**src/rtl/aes3SeqPkg.sv**
```systemverilog
package aes3SeqPkg;
  // Per-slot strobes from the sequencing control to the datapath
  typedef struct packed {
    logic emit;      // present a new subframe
    logic chanB;     // slot is subframe B
    logic grabPair;  // stereo A slot: take left, hold right
    logic grabMono;  // mono slot: take one sample of the chosen channel
    logic firstSub;  // first subframe of a status block
  } seqStrobe_t;
endpackage

```
**src/rtl/seqCtrl.sv**
```systemverilog
module seqCtrl
  import aes3SeqPkg::*;
#(
  parameter int BLOCK_FRAMES = 192
) (
  input  logic       clk,
  input  logic       rstN,
  input  logic       slotTick,
  input  logic       monoMode,
  input  logic       blockMaster,
  input  logic       extBlkStart,
  output seqStrobe_t strobe
);
  localparam int CNT_W = $clog2(BLOCK_FRAMES);
  localparam logic [CNT_W-1:0] LAST_FRAME = CNT_W'(BLOCK_FRAMES - 1);

  logic             slotB;
  logic [CNT_W-1:0] frameCnt;
  logic             extPrev;
  logic             syncPend;
  logic             extRise;
  logic             syncNow;
  logic [CNT_W-1:0] effFrame;

  assign extRise  = extBlkStart & ~extPrev & ~blockMaster;
  assign syncNow  = syncPend | extRise;
  assign effFrame = (!slotB && syncNow) ? '0 : frameCnt;

  always_comb begin
    strobe.emit     = slotTick;
    strobe.chanB    = slotB;
    strobe.grabPair = slotTick & ~monoMode & ~slotB;
    strobe.grabMono = slotTick & monoMode;
    strobe.firstSub = ~slotB & (effFrame == '0);
  end

  always_ff @(posedge clk) begin
    if (!rstN) begin
      slotB    <= 1'b0;
      frameCnt <= '0;
      extPrev  <= 1'b0;
      syncPend <= 1'b0;
    end else begin
      extPrev <= extBlkStart;
      if (blockMaster) begin
        syncPend <= 1'b0;
      end else if (slotTick && !slotB) begin
        syncPend <= 1'b0;
      end else if (extRise) begin
        syncPend <= 1'b1;
      end
      if (slotTick) begin
        slotB <= ~slotB;
        if (slotB) begin
          frameCnt <= (frameCnt == LAST_FRAME) ? '0 : frameCnt + CNT_W'(1);
        end else if (syncNow) begin
          frameCnt <= '0;
        end
      end
    end
  end
endmodule

```
**src/rtl/seqData.sv**
```systemverilog
module seqData
  import aes3SeqPkg::*;
#(
  parameter int SAMPLE_W = 24
) (
  input  logic                clk,
  input  logic                rstN,
  input  seqStrobe_t          strobe,
  input  logic                monoRight,
  input  logic                userZero,
  input  logic                userIn,
  input  logic [SAMPLE_W-1:0] inLeft,
  input  logic [SAMPLE_W-1:0] inRight,
  output logic                sfValid,
  output logic [SAMPLE_W-1:0] sfData,
  output logic                sfChanB,
  output logic                sfBlockStart,
  output logic                sfUser
);
  logic [SAMPLE_W-1:0] heldRight;
  logic [SAMPLE_W-1:0] nextData;

  always_comb begin
    if (strobe.grabMono)      nextData = monoRight ? inRight : inLeft;
    else if (strobe.grabPair) nextData = inLeft;
    else                      nextData = heldRight;
  end

  always_ff @(posedge clk) begin
    if (!rstN) begin
      sfValid      <= 1'b0;
      sfData       <= '0;
      sfChanB      <= 1'b0;
      sfBlockStart <= 1'b0;
      sfUser       <= 1'b0;
      heldRight    <= '0;
    end else begin
      sfValid <= strobe.emit;
      if (strobe.grabPair) heldRight <= inRight;
      if (strobe.emit) begin
        sfData       <= nextData;
        sfChanB      <= strobe.chanB;
        sfBlockStart <= strobe.firstSub;
        sfUser       <= userIn & ~userZero;
      end
    end
  end
endmodule

```
**src/rtl/aes3SubframeSeq.sv**
```systemverilog
module aes3SubframeSeq
  import aes3SeqPkg::*;
#(
  parameter int SAMPLE_W     = 24,
  parameter int BLOCK_FRAMES = 192
) (
  input  logic                clk,
  input  logic                rstN,
  input  logic                slotTick,
  input  logic                monoMode,
  input  logic                monoRight,
  input  logic                blockMaster,
  input  logic                extBlkStart,
  input  logic                userZero,
  input  logic                userIn,
  input  logic [SAMPLE_W-1:0] inLeft,
  input  logic [SAMPLE_W-1:0] inRight,
  output logic                sampleTake,
  output logic                sfValid,
  output logic [SAMPLE_W-1:0] sfData,
  output logic                sfChanB,
  output logic                sfBlockStart,
  output logic                sfUser,
  output logic                blkStartOut,
  output logic                blkStartDrive
);
  seqStrobe_t strobe;

  seqCtrl #(.BLOCK_FRAMES(BLOCK_FRAMES)) uCtrl (
    .clk(clk), .rstN(rstN), .slotTick(slotTick), .monoMode(monoMode),
    .blockMaster(blockMaster), .extBlkStart(extBlkStart), .strobe(strobe)
  );

  seqData #(.SAMPLE_W(SAMPLE_W)) uData (
    .clk(clk), .rstN(rstN), .strobe(strobe), .monoRight(monoRight),
    .userZero(userZero), .userIn(userIn), .inLeft(inLeft), .inRight(inRight),
    .sfValid(sfValid), .sfData(sfData), .sfChanB(sfChanB),
    .sfBlockStart(sfBlockStart), .sfUser(sfUser)
  );

  assign sampleTake    = strobe.grabPair | strobe.grabMono;
  assign blkStartDrive = blockMaster;
  assign blkStartOut   = blockMaster & sfBlockStart;
endmodule

```
**config.mk**
```make
export PLATFORM = sky130hd
export DESIGN_NAME = aes3SubframeSeq
export DESIGN_NICKNAME = d
export VERILOG_FILES = /design/src/rtl/aes3SeqPkg.sv /design/src/rtl/seqCtrl.sv /design/src/rtl/seqData.sv /design/src/rtl/aes3SubframeSeq.sv
export SDC_FILE = /design/constraint.sdc
export NUM_CORES = 1
export LEC_CHECK = 0
export BUFFER_PORTS_ARGS = -buffer_cell sky130_fd_sc_hd__buf_2
export CAP_MARGIN = 20
export CORE_ASPECT_RATIO = 0.9
export CORE_MARGIN = 2
export CORE_UTILIZATION = 52
export CTS_CLUSTER_DIAMETER = 150
export DETAILED_ROUTE_END_ITERATION = 6
export GPL_TIMING_DRIVEN = 1
export PLACE_DENSITY = 0.8
export SYNTH_ARGS = -nofsm -noshare
export SYNTH_HDL_FRONTEND = slang
export SYNTH_HIERARCHICAL = 1
export SYNTH_SLANG_ARGS = --single-unit
```
**constraint.sdc**
```tcl
create_clock -name clk -period 2.1 [get_ports clk]
set_clock_uncertainty 0.1 [all_clocks]
set_input_delay 0.315 -clock clk [delete_from_list [all_inputs] [get_ports clk]]
set_output_delay 0.315 -clock clk [all_outputs]
set_load 0.02 [all_outputs]
```
==> key figures <==
Worst setup path
  • Critical Path Sink Type: primary output
  • Crit path arrival time: 1.56 ns
  • CP Class: reg2out
  • R2r endpoint: uCtrl/frameCnt[5]
  • R2R depth: 4
  • Worst setup SP type: flip-flop
  • Worst Path Max Fanout: 24
  • R2r startpoint: uCtrl/slotB
  • R2R Setup Slk: 0.36 ns
  • CP Data Required Time: 1.68 ns

Logic synthesis
  • #FFs+latches synth: 63
  • Post-synth cell types: 40
  • Top FF cell, synth: dfxtp_1
  • Post-synth top area cell: dfxtp_1
  • Syn Nets: 386
  • Share of the synthesized area in the top cell type: 40.8%
  • Most common cell in the netlist: dfxtp_1
  • Synth warn: 6
  • Post-synthesis sequential area ratio: 40.8%
  • Synth cell count leaders: 63 x dfxtp_1, 51 x a21oi_1, 49 x nor2b_1, 28 x mux2i_1, 25 x nand3b_1
  • Synth top area cells: dfxtp_1 41%, nor2b_1 9.9%, mux2i_1 9.1%
  • Mean Syn Cell Area: 9.42 µm²
  • Cell Area, Synth: 3090 µm²
  • Post-synth EDFFs: 0
  • Mapped Cells: 328
  • Post-synth ARST share: 0%

Power
  • PnR Total Power: 2.69 mW
  • Peak supply drop: 0.000494 V
  • Lkg Pwr: 1.59 nW
  • Power density over the cells: 729 nW/µm²

Floorplanning
  • Die area: 6570 µm²
  • Die Y: 77.1 µm
  • Num rows: 26
  • Die Wd: 85.2 µm
  • Core ar.: 5690 µm²
  • Initial core utilization: 54.3%
  • IO Count: 88

Global route
  • Largest net degree at the start of global routing: 35
  • Vias in the first global route: 2471
  • Antenna violations before repair: 0
  • GR Util All Layers: 21.5%
  • First-pass GRT wire length: 11.5 mm
  • Gr ovfl total: 0

Detailed routing
  • DR DRC count: 0
  • 1st-pass router iterations: 4
  • Routed Antenna Nets: 0
  • Drt total wl: 6.98 mm
  • Iter 0 DRT Violations: 72
  • Wire per inst: 14.5 µm
  • Via Count: 2648
  • Vias per cell: 5.52

Layout
  • Fillcell total: 486
  • Layout overhead on the synthesized area: 19.6%
  • Finished Cell Area: 3700 µm²
  • Fraction of layout cells with a size suffix above 1: 28.3%
  • N_diodes: 0
  • Nets: 463

Worst hold path
  • Worst Hold Path EP: uCtrl/extPrev
  • Hold depth: 2
  • HP Class: in2reg
  • Worst min-delay path startpoint: extBlkStart

STA
  • Min cycle time layout: 1.98 ns
  • Actual slew at the worst max-slew pin: 0.533 ns
  • RSZ-0062 raised after global routing: false
  • Final Cycle Share: 94.3%
  • Setup tns final: 0 ns
  • Pins Over Slew Limit: 0
  • Endpoints failing hold: 0
  • Setup violations, final: 0
  • Fmax: 0.505 GHz
  • Max_slew headroom: 64.4%

Clock tree
  • CTS tree: built
  • H-tree Lvls: 3
  • CTS max path bufs: 2
  • Worst-path clk slew: 0.06 ns
  • Hold_buf cts: 0
  • Clk Latency, worst-skew pair: 0.33 ns
  • Clock Tree Root: clkbuf_8
  • Sink Count: 63
  • TritonCTS Buffers: 9

Placement
  • # port buffers: 87
  • GPL Wtd Cong: 0.840
  • DP HPWL: 4.83 mm
  • Placed inst area: 3500 µm²

Job
  • Maxcap violations: 0

Status
  • Status: finished, final reports clean
where the power goes:
group / switching [mW] / internal, mW / leakage [nW]
combinational: 0.241 / 0.186 / 0.967
sequential: 0.0298 / 1.25 / 0.514
clock: 0.432 / 0.551 / 0.105
flip-flops by register name, indices dropped and copies added (netlist names):
| name | flops |
|---|---|
| uData/sfChanB | 1 |
| uCtrl/extPrev | 1 |
| uCtrl/slotB | 1 |
| uCtrl/frameCnt | 8 |
| uData/sfBlockStart | 1 |
| uData/sfValid | 1 |
| uData/sfData | 24 |
| uData/heldRight | 24 |
| uData/sfUser | 1 |
| uCtrl/syncPend | 1 |
cells by family after synthesis:
family / Yosys count / synth area share [%]
and+or+nand+nor: 114 / 23.4
muxes: 28 / 9.07
AOI/OAI and AO/OA: 87 / 18.0
buffers and inverters: 32 / 7.45
DFF: 63 / 40.8
xor gates and xnor gates: 3 / 0.851
adders and majority gates: 1 / 0.405
layer usage:
layer / part of all wire, % / vias to the layer above / track usage (%)
li1: - / 1351 / -
met3: 6.2 / 5 / 5.92
met4: 0.73 / 0 / 7.62
met5: 0 / - / 0
met2: 48 / 79 / 35.8
met1: 45 / 1213 / 26.5
per-stage QoR:
step	instances	setup WS [ns]	utilization, %	hold slack [ns]
3_3_place_gp	464	0.333	61.4	0.371
5_1_grt	480	0.0348	64.9	0.110
4_1_cts	480	0.0374	64.8	0.105
2_1_floorplan	328	0.506	-	0.307
6_report	480	0.120	64.9	0.112
3_5_place_dp	464	0.277	61.4	0.384
how the worst max path moves through the flow:
stage / slack [ns] / cells after the start / end / startpoint
finish: 0.12 / 4 / sampleTake / uCtrl/slotB
global route: 0.03 / 4 / sampleTake / uCtrl/slotB
CTS: 0.04 / 4 / sampleTake / uCtrl/slotB
detailed placement: 0.28 / 7 / uData/sfData[16] / slotTick
global placement: 0.33 / 4 / uData/sfData[15] / slotTick
floorplan: 0.51 / 7 / uData/sfData[22] / slotTick
placed cells by master (no fill, tap or decap), drive strengths merged:
cell type  synthesis  layout
o211ai             2       2
a2111oi            1       1
buf               22      95
clkinv             0       3
clkbuf             7      13
a31oi              1       1
a32oi              1       1
and4               1       1
o22ai              1       1
nand2              9       9
nand4              1       1
nand3              4       4
dfxtp             63      63
or3                2       2
a22oi              1       1
inv                3       3
or2                2       2
a41oi              1       1
a21oi             51      51
and3b              1       1
nand3b            25      25
or4                1       1
o221ai            23      23
nor3b              2       2
xor2               2       2
and2               5       5
o31ai              1       1
xnor2              1       1
nor4               2       2
and3               2       2
nor2b             49      49
o21ai              4       4
nor2               8       8
mux2i             28      28
ha                 1       1
repair_timing:
action / in CTS / in global routing
setup endpoints to repair: 0 / 1
buffers inserted: 0 / 0
gates resized for setup: 0 / 1
hold endpoints to repair: 0 / 0
area by class of cell:
cell class	instances	area, µm²	area share, %
multi-input cells	233	1610	43.5
flip-flops and latches	63	1260	34.1
repair buffers	95	533	14.4
clock buffers	13	179	4.84
well taps	70	87.6	2.37
clock inverters	3	15.0	0.406
inverters	3	11.3	0.305
critical path, stage by stage, from the launching register on:
cell	delay, ns
dfxtp_1	0.42
nor3b_4	0.35
buf_12	0.21
or2_1	0.11
buf_2	0.15
No activity file was read; power rests on OpenSTA's default activity.
